===== config.mk =====
export PLATFORM = sky130hd
export DESIGN_NAME = pio_count_calc
export DESIGN_NICKNAME = d
export VERILOG_FILES = /design/src/rtl/pio_calc_pkg.sv /design/src/rtl/pio_ceil_div.sv /design/src/rtl/pio_count_limit.sv /design/src/rtl/pio_byte_pack.sv /design/src/rtl/pio_count_calc.sv
export SDC_FILE = /design/constraint.sdc
export NUM_CORES = 1
export LEC_CHECK = 0
export CORE_MARGIN = 1.5
export CORE_UTILIZATION = 30
export DETAILED_ROUTE_END_ITERATION = 10
export PLACE_DENSITY = 0.46
export SETUP_SLACK_MARGIN = 0.15
export SYNTH_ARGS = -nofsm -noshare
export SYNTH_HDL_FRONTEND = slang
export SYNTH_SLANG_ARGS = --single-unit

===== constraint.sdc =====
create_clock -name clk -period 25.7 [get_ports clk]
set_clock_uncertainty 0.15 [all_clocks]
set_input_delay 3.855 -clock clk [delete_from_list [all_inputs] [get_ports clk]]
set_output_delay 3.855 -clock clk [all_outputs]
set_load 0.02 [all_outputs]

===== src/rtl/pio_calc_pkg.sv =====
package pio_calc_pkg;

   localparam int SETW = 3;
   localparam int CNTW = 5;

   typedef struct packed {
      logic [SETW-1:0] setup;
      logic [CNTW-1:0] act;
      logic [CNTW-1:0] rec;
   } drv_counts_t;

   localparam drv_counts_t SLOWEST = '{setup: 3'd4, act: 5'd16, rec: 5'd16};

   function automatic logic [1:0] enc_setup(input logic [SETW-1:0] s);
      case (s)
         3'd4:        return 2'b00;
         3'd3:        return 2'b10;
         3'd1, 3'd2:  return 2'b01;
         default:     return 2'b11;
      endcase
   endfunction

endpackage


===== src/rtl/pio_ceil_div.sv =====
module pio_ceil_div #(
   parameter int NW = 10,
   parameter int DW = 6
) (
   input  logic          clk,
   input  logic          rst_n,
   input  logic          go,
   input  logic [NW-1:0] num,
   input  logic [DW-1:0] den,
   output logic          valid,
   output logic [NW-1:0] quot
);
   localparam int CW = $clog2(NW + 1);

   logic          running;
   logic [CW-1:0] steps;
   logic [NW-1:0] q;
   logic [DW-1:0] rem;
   logic [NW-1:0] num_l;
   logic [DW-1:0] den_l;
   logic [DW:0]   shifted;
   logic          fits;

   assign shifted = {rem, q[NW-1]};
   assign fits    = shifted >= {1'b0, den_l};
   assign valid   = running && (steps == '0);
   assign quot    = q + NW'(rem != '0);

   always_ff @(posedge clk or negedge rst_n) begin
      if (!rst_n) begin
         running <= 1'b0;
         steps   <= '0;
         q       <= '0;
         rem     <= '0;
         num_l   <= '0;
         den_l   <= '0;
      end else if (go) begin
         running <= 1'b1;
         steps   <= CW'(NW);
         q       <= num;
         rem     <= '0;
         num_l   <= num;
         den_l   <= den;
      end else if (running) begin
         if (steps != '0) begin
            steps <= steps - 1'b1;
            q     <= {q[NW-2:0], fits};
            rem   <= fits ? DW'(shifted - {1'b0, den_l}) : shifted[DW-1:0];
         end else begin
            running <= 1'b0;
         end
      end
   end

   logic [NW+DW-1:0] prod_hi, prod_lo;
   assign prod_hi = (NW+DW)'(quot) * (NW+DW)'(den_l);
   assign prod_lo = (NW+DW)'(quot - 1'b1) * (NW+DW)'(den_l);

   // rounded-up quotient brackets the numerator
   p_ceil_exact_r1: assert property (@(posedge clk) disable iff (!rst_n)
      (valid && den_l != '0) |->
         ((quot == '0) ? (num_l == '0)
                       : (prod_hi >= (NW+DW)'(num_l) && prod_lo < (NW+DW)'(num_l))));
endmodule


===== src/rtl/pio_count_limit.sv =====
module pio_count_limit
   import pio_calc_pkg::*;
#(
   parameter int NW = 10
) (
   input  logic [NW-1:0] q_cyc,
   input  logic [NW-1:0] q_set,
   input  logic [NW-1:0] q_act,
   input  logic [NW-1:0] q_rec,
   input  logic [1:0]    rev,
   output drv_counts_t   lim
);
   localparam int XW = NW + 2;

   logic [XW-1:0] a0, a1, a2, sa, r_alt, r0, r1, r2, r3;

   always_comb begin
      a0    = (XW'(q_act) < XW'(2)) ? XW'(2) : XW'(q_act);
      sa    = XW'(q_set) + a0;
      r_alt = (XW'(q_cyc) > sa) ? XW'(q_cyc) - sa : '0;
      r0    = (XW'(q_rec) > r_alt) ? XW'(q_rec) : r_alt;
      if (r0 < XW'(2)) r0 = XW'(2);
      if (r0 > XW'(17)) begin
         a1 = a0 + r0 - XW'(17);
         r1 = XW'(17);
      end else begin
         a1 = a0;
         r1 = r0;
      end
      a2 = (a1 > XW'(16)) ? XW'(16) : a1;
      r2 = (rev > 2'd1) ? r1 - 1'b1 : r1;
      r3 = (r2 > XW'(16)) ? XW'(16) : r2;
      lim.setup = (q_set > NW'(7)) ? 3'd7 : q_set[SETW-1:0];
      lim.act   = a2[CNTW-1:0];
      lim.rec   = r3[CNTW-1:0];
   end
endmodule


===== src/rtl/pio_byte_pack.sv =====
module pio_byte_pack
   import pio_calc_pkg::*;
(
   input  drv_counts_t cnt,
   input  logic [5:0]  low_bits,
   output logic [7:0]  addr_val,
   output logic [7:0]  rw_val
);
   assign addr_val = {enc_setup(cnt.setup), low_bits};
   assign rw_val   = {cnt.act[3:0], cnt.rec[3:0]};
endmodule


===== src/rtl/pio_count_calc.sv =====
module pio_count_calc
   import pio_calc_pkg::*;
#(
   parameter int TIME_W = 10,
   parameter int CLK_W  = 6
) (
   input  logic              clk,
   input  logic              rst_n,
   input  logic              start,
   input  logic [TIME_W-1:0] setup_ns,
   input  logic [TIME_W-1:0] active_ns,
   input  logic [TIME_W-1:0] cycle_ns,
   input  logic [CLK_W-1:0]  clk_ns,
   input  logic [1:0]        rev,
   input  logic [1:0]        drive,
   input  logic              peer_present,
   input  logic [5:0]        addr_low,
   output logic              busy,
   output logic              done,
   output logic [7:0]        addr_byte,
   output logic [7:0]        rw_byte
);
   localparam int NDRV  = 4;
   localparam int NDIV  = 4;
   localparam int SUM_W = TIME_W + 1;

   generate
      if (TIME_W < 6) begin : g_bad_tw
         $error("TIME_W must hold a count of at least 17");
      end
      if (CLK_W < 1) begin : g_bad_cw
         $error("CLK_W must be positive");
      end
   endgenerate

   typedef enum logic [2:0] {ST_IDLE, ST_LAUNCH, ST_WAIT, ST_LIMIT, ST_MERGE} st_t;

   st_t               st;
   logic [1:0]        sel;
   logic [TIME_W-1:0] num_q [NDIV];
   logic [TIME_W-1:0] quo   [NDIV];
   logic [CLK_W-1:0]  den_q;
   logic [1:0]        rev_q, drv_q;
   logic              peer_q;
   logic [5:0]        low_q;
   drv_counts_t       lim_c, lim_q, merged, peer_cnt;
   drv_counts_t       tbl [NDRV];
   logic              div_valid;
   logic [TIME_W-1:0] div_quot;
   logic [SUM_W-1:0]  sa_ns;
   logic [TIME_W-1:0] rec_ns;
   logic [7:0]        addr_c, rw_c;

   assign busy   = (st != ST_IDLE);
   assign sa_ns  = SUM_W'(setup_ns) + SUM_W'(active_ns);
   assign rec_ns = (SUM_W'(cycle_ns) > sa_ns) ? TIME_W'(SUM_W'(cycle_ns) - sa_ns) : '0;

   pio_ceil_div #(.NW(TIME_W), .DW(CLK_W)) u_div (
      .clk(clk), .rst_n(rst_n), .go(st == ST_LAUNCH),
      .num(num_q[sel]), .den(den_q), .valid(div_valid), .quot(div_quot));

   pio_count_limit #(.NW(TIME_W)) u_lim (
      .q_cyc(quo[0]), .q_set(quo[1]), .q_act(quo[2]), .q_rec(quo[3]),
      .rev(rev_q), .lim(lim_c));

   assign peer_cnt = tbl[drv_q ^ 2'd1];

   always_comb begin
      merged = lim_q;
      if (drv_q[1] && peer_q) begin
         if (peer_cnt.setup > merged.setup) merged.setup = peer_cnt.setup;
         if (peer_cnt.act   > merged.act)   merged.act   = peer_cnt.act;
         if (peer_cnt.rec   > merged.rec)   merged.rec   = peer_cnt.rec;
      end
   end

   pio_byte_pack u_pack (.cnt(merged), .low_bits(low_q), .addr_val(addr_c), .rw_val(rw_c));

   always_ff @(posedge clk or negedge rst_n) begin
      if (!rst_n) begin
         st        <= ST_IDLE;
         sel       <= '0;
         den_q     <= '0;
         rev_q     <= '0;
         drv_q     <= '0;
         peer_q    <= 1'b0;
         low_q     <= '0;
         lim_q     <= SLOWEST;
         done      <= 1'b0;
         addr_byte <= '0;
         rw_byte   <= '0;
         for (int i = 0; i < NDIV; i++) begin
            num_q[i] <= '0;
            quo[i]   <= '0;
         end
      end else begin
         done <= 1'b0;
         case (st)
            ST_IDLE: if (start) begin
               num_q[0] <= cycle_ns;
               num_q[1] <= setup_ns;
               num_q[2] <= active_ns;
               num_q[3] <= rec_ns;
               den_q    <= clk_ns;
               rev_q    <= rev;
               drv_q    <= drive;
               peer_q   <= peer_present;
               low_q    <= addr_low;
               sel      <= '0;
               st       <= ST_LAUNCH;
            end
            ST_LAUNCH: st <= ST_WAIT;
            ST_WAIT: if (div_valid) begin
               quo[sel] <= div_quot;
               if (sel == 2'(NDIV - 1)) st <= ST_LIMIT;
               else begin
                  sel <= sel + 1'b1;
                  st  <= ST_LAUNCH;
               end
            end
            ST_LIMIT: begin
               lim_q <= lim_c;
               st    <= ST_MERGE;
            end
            ST_MERGE: begin
               addr_byte <= addr_c;
               rw_byte   <= rw_c;
               done      <= 1'b1;
               st        <= ST_IDLE;
            end
            default: st <= ST_IDLE;
         endcase
      end
   end

   genvar g;
   generate
      for (g = 0; g < NDRV; g++) begin : g_tbl
         always_ff @(posedge clk or negedge rst_n) begin
            if (!rst_n)                                 tbl[g] <= SLOWEST;
            else if (st == ST_MERGE && drv_q == 2'(g))  tbl[g] <= lim_q;
         end
      end
   endgenerate

   p_done_pulse_r8: assert property (@(posedge clk) disable iff (!rst_n)
      done |=> !done);
   p_start_busy_r8: assert property (@(posedge clk) disable iff (!rst_n)
      (!busy && start) |=> busy);
   p_done_idle_r8: assert property (@(posedge clk) disable iff (!rst_n)
      done |-> !busy);
   p_act_range_r3: assert property (@(posedge clk) disable iff (!rst_n)
      (st == ST_MERGE) |-> (lim_q.act >= 5'd2 && lim_q.act <= 5'd16));
   p_rec_range_r4: assert property (@(posedge clk) disable iff (!rst_n)
      (st == ST_MERGE) |-> (lim_q.rec >= 5'd1 && lim_q.rec <= 5'd16));
   p_merge_floor_r5: assert property (@(posedge clk) disable iff (!rst_n)
      (st == ST_MERGE) |-> (merged.act >= lim_q.act && merged.rec >= lim_q.rec));
endmodule


**Word level (Yosys, flattened, before mapping)**

Index checks and enable logic that the tools add are counted.

- Add/sub/neg operators: 11
- $mul: 0
- Div/mod/pow operators: 0
- Order comparisons: 17
- Eq/ne operators: 15
- Shift operators: 0
- Multiplexer cells: 47
- Bitwise gates (word level): 3
- Reduce and logical (&&, ||, !) cells: 22

Operators by type and width:

| operator | count |
|---|---|
| $mux 10 | 8 |
| $mux 12 | 6 |
| $bwmux 40 | 1 |
| $mux 13 | 3 |
| $gt 12x5->1 const B | 3 |
| $bmux 13 s2 | 1 |
| $gt 10x12->1 | 2 |
| $mux 6 | 4 |
| $bmux 10 s2 | 1 |
| $demux 10 s2 | 1 |
| $mux 5 | 4 |
| $add 10x12->12 | 1 |
| $add 12x12->12 | 1 |
| $eq 3x2->1 const B | 4 |
| $lt 12x2->1 const B | 1 |
| $mux 3 | 4 |
| $mux 4 | 3 |
| $pmux 3 s4 | 1 |
| $sub 10x12->12 | 1 |
| $sub 12x1->12 const B | 1 |
| $sub 12x5->12 const B | 1 |
| $add 10x10->11 | 1 |
| $gt 10x11->1 | 1 |
| $add 10x1->10 | 1 |
| 34 further kinds | 60 |

- Bits in registers: 211
- Latch bits: 0
- Memory bits (writable): 0
- ROM bits: 0
- Bits of input ports: 50
- Output and inout bits: 18
- Memories: 0

**Depth between registers and ports, before layout**

Gate-level depths: netlist of the first run.

- Word-level depth: 15
- Depth in mapped cells: 48
- Depth with buffers taken out: 47

**Modules after synthesis**

From an unflattened synthesis of the first run, not the netlist that was laid out.

- Cell total of the unflattened synthesis: 1363
- Area, all modules: 13402.9 sq um

Modules (own cells, without submodules):

| module | times used | cells each | area an instance (sq um) | sequential area each (sq um) |
|---|---|---|---|---|
| pio_count_calc | 1 | 746 | 8702.1 | 4623.2 |
| pio_count_limit | 1 | 417 | 2861.5 | 0.0 |
| pio_ceil_div | 1 | 180 | 1697.9 | 675.6 |
| pio_byte_pack | 1 | 20 | 141.4 | 0.0 |

**Least setup slack after synthesis of the first run**

Ideal clock, no wire load.

- Path kind: register -> register
- Start point: register quo[15] (netlist bit)
- End point: register lim_q[5] (netlist bit)
- Arrival: 8874 ps
- Slack: 16594 ps
- Cell stages (with the launch flop): 48
- Path buffers: 2
- Period minus slack after synthesis: 9106 ps
- Cell sequence: dfrtp_1 -> inv_1 -> nand4_1 -> nor3_1 -> inv_1 -> o21ai_0 -> inv_1 -> ha_1 -> fa_1 -> a21oi_1 -> nand4b_1 -> nand2_1 -> and2_1 -> o21ai_0 -> nand2b_1 -> xnor2_1 -> ha_1 -> buf_2 -> [12 not listed] -> mux2i_1 -> nor3b_2 -> a211oi_1 -> ha_1 -> inv_1 -> ha_1 -> fa_1 -> a21o_1 -> a21oi_1 -> o21bai_1 -> a21oi_1 -> o21ai_0 -> a21o_1 -> a21oi_1 -> xnor2_1 -> nand3_1 -> o22a_1 -> o21ai_0

- Longest elaborated chain between the ends: 14
- Elaborated cells on any way between the ends: 16
- Those cells by class: add/sub: 4; order compare: 6; mux: 6

Ends and longest elaborated chain:

| element | line | RTL |
|---|---|---|
| start, declared | pio_count_calc.sv:41 | `logic [TIME_W-1:0] quo [NDIV];` |
| start signal, assigned by index | pio_count_calc.sv:114 | `quo[sel] <= div_quot;` |
| $lt 10x2->1 | pio_count_limit.sv:18 | `a0 = (XW'(q_act) < XW'(2)) ? XW'(2) : XW'(q_act);` |
| $mux 10 (*) | pio_count_limit.sv:18 |  |
| $add 10x12->12 | pio_count_limit.sv:19 | `sa = XW'(q_set) + a0;` |
| $sub 10x12->12 / $gt 10x12->1 (equally long branches) | pio_count_limit.sv:20 | `r_alt = (XW'(q_cyc) > sa) ? XW'(q_cyc) - sa : '0;` |
| $mux 12 | pio_count_limit.sv:20 |  |
| $gt 10x12->1 | pio_count_limit.sv:21 | `r0 = (XW'(q_rec) > r_alt) ? XW'(q_rec) : r_alt;` |
| $mux 12 | pio_count_limit.sv:21 |  |
| $lt 12x2->1 | pio_count_limit.sv:22 | `if (r0 < XW'(2)) r0 = XW'(2);` |
| $mux 12 | pio_count_limit.sv:22 |  |
| $add 12x12->12 | pio_count_limit.sv:24 | `a1 = a0 + r0 - XW'(17);` |
| $sub 12x5->12 | pio_count_limit.sv:24 |  |
| $mux 12 (*) | pio_count_limit.sv:23 | `if (r0 > XW'(17)) begin` |
| $gt 12x5->1 | pio_count_limit.sv:30 | `a2 = (a1 > XW'(16)) ? XW'(16) : a1;` |
| $mux 5 (*) | pio_count_limit.sv:30 |  |
| end signal, assigned | pio_count_calc.sv:122 | `lim_q <= lim_c;` |
| end, declared | pio_count_calc.sv:46 | `drv_counts_t lim_c, lim_q, merged, peer_cnt;` |

Mark *: on every way between the ends. The rest lies on a longest branch, timed or not.
A chain may end at the register's enable or synchronous reset.

**Final worst setup path of the first run**

- Start point: register quo[16] (netlist bit)
- End point: register lim_q[5] (netlist bit)

Same word-level chain as after synthesis.

==> impl_metrics.tcl, run 1 <==
set metrics [dict create \
    outcome "complete, no violations" \
    worst_hold_path_type "reg -> reg" \
    min_period_ns 11.12 \
    cts_root_buffer "clkbuf_16" \
    n_antenna_cell 0 \
    holdWs_ns 0.312 \
    ant_nets 0 \
    layout_setup_ws_ns 14.58 \
    gp_congestion 0.809 \
    dieArea_um2 43700 \
    pre_cts_ws_ns 14.55 \
    final_common_cell "nand2_1" \
    antenna_found_initial 0 \
    worst_pin_slew_ns 1.02 \
    fin_nets 1566 \
    post_cts_resized 0 \
    post_cts_buffers 0 \
    routed_via_density 4.84 \
    core_area_um2 41900 \
    critPathSlowestCell "a31oi_1" \
    numCtsBuffers 24 \
    clk_latency_ns 0.53 \
    cts_buffer_depth 3 \
    hpwl_um 22800 \
    start_util_pct 30.4 \
    drtIter0Drc 425 \
    path_clk_slew_ns 0.06 \
    ys_types 77 \
    grt_pass1_vias 9812 \
    area_growth_pct 15.5 \
    clock_sinks 210 \
    arrival_ns 11.41 \
    final_cell_mix "293 x nand2_1, 195 x dfrtp_1, 104 x o21ai_0" \
    detail_route.wl_per_cell_um 15.9 \
    grt_max_degree 78 \
    slew_headroom_pct 31.3 \
    wirelength_um 31200 \
    rsz0062_at_grt "no" \
    drc 0 \
    yosys_register_bits 210 \
    cp.required_ns 25.99 \
    r2r_slack_ns 14.58 \
    ioPinCount 68 \
    track_usage_pct 14.6 \
    crit_type "reg -> reg" \
    die_y_um 209 \
    fillers 4358 \
    critPathMaxStageDelay_ns 0.67 \
    die_x_um 209 \
    startpoint "quo[16]" \
    tritoncts "built" \
    min_from "low_q[1]" \
    num_rows 75 \
    netlist_area_um2 12700 \
    max_freq_mhz 90.0 \
    cp_max_fo 12 \
    hold_viol_final 0 \
    vias 9521 \
    crit_path_start_kind "flip-flop" \
    grt-ovfl-total 0 \
    critical_path.endpoint "lim_q[5]" \
    io_buffers 66 \
    grt_pass1_wl_um 51700 \
    synthCells 1367 \
    min_period_over_period_pct 43.3 \
    drive_gt1_share_pct 11.1 \
    synth_flop_cell "dfrtp_1" \
    first_pass_iters 4 \
    setup_tns_ns 0 \
    end_kind "flip-flop" \
    ys_async_sr_fraction_pct 100 \
    setup_viol 0 \
    finalMaxSlewViolations 0 \
    synth_area_per_cell_um2 9.32 \
    yosysWarnings 0 \
    postCtsHoldBufs 0 \
    cap_violations 0 \
    ys_seq_area_share_pct 41.4 \
    ff2ff_path_depth 45 \
    synth-edff-count 0 \
    htreeDepth 1 \
    reg2reg_to "lim_q[5]" \
    r2r-start "quo[16]" \
]
metal layers:
layer	GRT usage [%]	part of all wire [%]	vias to the layer above
met2	25.2	47	119
met3	2.21	3.1	40
met1	19.3	48	4555
li1	-	-	4807
met5	0	0	-
met4	3.15	1.8	0
state kept, by name, indices dropped and copies added (netlist names):
register,flops
addr_byte,8
den_q,6
done,1
drv_q,2
lim_q,13
low_q,6
num_q,40
peer_q,1
quo,40
rev_q,1
rw_byte,8
sel,2
st,3
tbl,52
u_div.den_l,6
u_div.q,10
u_div.rem,6
u_div.running,1
u_div.steps,4
synthesized netlist by cell type (8+ instances only):
cell / n / share of area [%]
clkbuf_1: 48 / 1.4
a21oi_1: 63 / 2.5
and3_1: 8 / 0.39
dfstp_2: 15 / 3.1
nand2b_1: 11 / 0.54
mux2_2: 42 / 3.7
nor2b_1: 14 / 0.69
o21a_1: 9 / 0.53
nand2_1: 294 / 8.7
ha_1: 99 / 9.7
a21o_1: 15 / 0.88
inv_1: 89 / 2.6
nor3_1: 14 / 0.55
xor2_1: 18 / 1.2
a31oi_1: 11 / 0.54
mux2i_1: 17 / 1.3
o21bai_1: 12 / 0.71
xnor2_1: 28 / 1.9
nand3_1: 19 / 0.75
nand4_1: 11 / 0.54
or2_2: 11 / 0.54
a211oi_1: 13 / 0.77
dfrtp_1: 195 / 38
nor2_1: 71 / 2.1
a22o_1: 9 / 0.62
o21ai_0: 104 / 4.1
mux4_2: 23 / 4.1
how the worst min path moves through the flow:
stage	endpoint	slack, ns	depth (start not counted)
after floorplan	addr_byte[0]	0.29	2
after global placement	addr_byte[5]	0.30	2
after detailed placement	addr_byte[1]	0.30	2
after CTS	addr_byte[1]	0.31	2
after global routing	addr_byte[1]	0.31	2
final	addr_byte[1]	0.31	2
stage by stage:
step,instances,cell area [um^2],util (%)
after detailed placement,1924,13900,33.2
after floorplan,1369,12800,-
after CTS,1967,14700,35.1
final,1967,14700,35.1
after global routing,1967,14700,35.1
after global placement,1924,13900,33.2
critical path, delay by kind of cell, from the launching register on:
family | cells | cell delay [ns]
buffers and inverters | 4 | 0.42
AOI/OAI and AO/OA | 19 | 4.63
adders and majority gates | 7 | 2.32
muxes | 1 | 0.46
DFF | 1 | 0.40
xor gates and xnor gates | 2 | 0.27
and+or+nand+nor | 12 | 2.39
layout make-up:
class | count | area [um^2] | share of cell area, %
clock inverters | 9 | 97.6 | 0.663
multi-input cells | 1011 | 6930 | 47.0
well taps | 539 | 674 | 4.58
repair buffers | 74 | 726 | 4.93
inverters | 90 | 338 | 2.29
flip-flops and latches | 210 | 5270 | 35.8
clock buffers | 34 | 689 | 4.68
kinds of logic after synthesis:
family	count (synthesis)	share of synthesized area, %
simple gates	488	16.8
compound gates	286	14.2
flops	210	41.4
buf+inv	148	4.46
fa+ha+maj	105	10.7
mux	82	9.11
xor+xnor	47	3.29
other cells	1	0.0294
Power of run 1 is left out: the tool's default activity adds up to more than one toggle a clock period on the data nets, which glitch-free logic cannot reach.
==> run 2: changes to the inputs <==
Clock period 25.7 ns to 11 ns, I/O delays scaled along.
==> impl_metrics.tcl, run 2 (synthesis results as in run 1) <==
set metrics [dict create \
    outcome "complete, no violations" \
    first_pass_iters 5 \
    tritoncts "built" \
    fin_nets 1571 \
    track_usage_pct 14.8 \
    die_x_um 209 \
    final_cell_mix "293 x nand2_1, 195 x dfrtp_1, 104 x o21ai_0" \
    setup_viol 0 \
    regArea_um2 5270 \
    critPathSlowestCell "a211o_2" \
    postCtsHoldBufs 0 \
    clock_sinks 210 \
    cts_buffer_depth 3 \
    dieArea_um2 43700 \
    max_freq_mhz 101 \
    gp_congestion 0.838 \
    detail_route.wl_per_cell_um 16.1 \
    routed_via_density 4.83 \
    slew_headroom_pct 34.9 \
    largestRegisters "tbl x52, num_q x40, quo x40" \
    finalMaxSlewViolations 0 \
    cts_root_buffer "clkbuf_16" \
    start_util_pct 30.4 \
    die_y_um 209 \
    critPathMaxStageDelay_ns 0.42 \
    worst_pin_slew_ns 0.976 \
    setup_tns_ns 0 \
    antenna_found_initial 0 \
    htreeDepth 1 \
    ioPinCount 68 \
    drtIter0Drc 406 \
    wirelength_um 31800 \
    area_growth_pct 15.6 \
    crit_type "reg -> reg" \
    io_buffers 66 \
    cap_violations 0 \
    cp_max_fo 15 \
    multi_input_area_um2 6940 \
    vias 9526 \
    n_antenna_cell 0 \
    drive_gt1_share_pct 11.3 \
    min_period_ns 9.93 \
    fillers 4328 \
    grt-ovfl-total 0 \
    core_area_um2 41900 \
    min_period_over_period_pct 90.3 \
    cp.required_ns 11.28 \
    hpwl_um 23100 \
    worst_hold_path_type "reg -> reg" \
    grt_pass1_vias 9881 \
    arrival_ns 10.21 \
    path_clk_slew_ns 0.06 \
    hold_viol_final 0 \
    drc 0 \
    r2r_slack_ns 1.07 \
    clk_latency_ns 0.53 \
    numCtsBuffers 25 \
    ant_nets 0 \
    grt_pass1_wl_um 52700 \
    crit_path_start_kind "flip-flop" \
    grt_max_degree 79 \
    top_register "tbl" \
    final_common_cell "nand2_1" \
    largest_register_ff_count 52 \
    end_kind "flip-flop" \
    rsz0062_at_grt "no" \
    num_rows 75 \
]
==> run 2: path summary, 6_finish.rpt <==
check	start	to	depth (start not counted)
max	quo[18]	lim_q[5]	47
min in group asynchronous	rst_n	quo[7]	1
min reg2reg	low_q[2]	addr_byte[2]	2
max reg2reg	quo[18]	lim_q[5]	47
max in group asynchronous	rst_n	u_div.q[5]	2
min	low_q[2]	addr_byte[2]	2
==> run 2: critical path, delay by kind of cell (launching register included) <==
kind,cells,cell delay [ns]
adders and majority gates,7,2.04
AOI/OAI and AO/OA,17,3.48
and+or+nand+nor,15,2.66
xor gates and xnor gates,2,0.28
DFF,1,0.41
buffers and inverters,6,0.78
==> run 2: what timing repair did <==
| action | 4_1_cts | 5_1_grt |
|---|---|---|
| gates resized for setup | 0 | 3 |
| endpoints found under the hold margin | 0 | 0 |
| endpoints found under the setup margin | 0 | 4 |
| buffers inserted | 0 | 0 |
==> run 2: final cells by class <==
class | count | share of cell area (%)
Sequential cell | 210 | 35.8
Clock buffer | 40 | 4.97
Timing Repair Buffer | 78 | 5.13
Clock inverter | 4 | 0.136
Inverter | 90 | 2.29
Tap cell | 539 | 4.58
Multi-Input combinational cell | 1011 | 47.1
==> run 2: metrics by stage <==
step	hold WS [ns]	cells	worst slack (ns)	utilization [%]	cell area (um^2)
final	0.313	1972	1.07	35.1	14700
after global routing	0.325	1972	0.162	35.1	14700
after CTS	0.314	1972	0.848	35.1	14700
after detailed placement	0.299	1928	0.912	33.3	14000
after global placement	0.299	1928	1.03	33.3	14000
after floorplan	0.289	1369	1.89	-	12800
==> run 2: routing by layer <==
metal  global-route usage, %  part of all wire, %  up-vias
met5                       0                    0        -
met4                    2.72                  1.6        0
met3                    2.00                  2.6       36
met2                    25.3                   48      112
met1                    20.2                   48     4569
li1                        -                    -     4809
Power of run 2 is left out for the same reason.
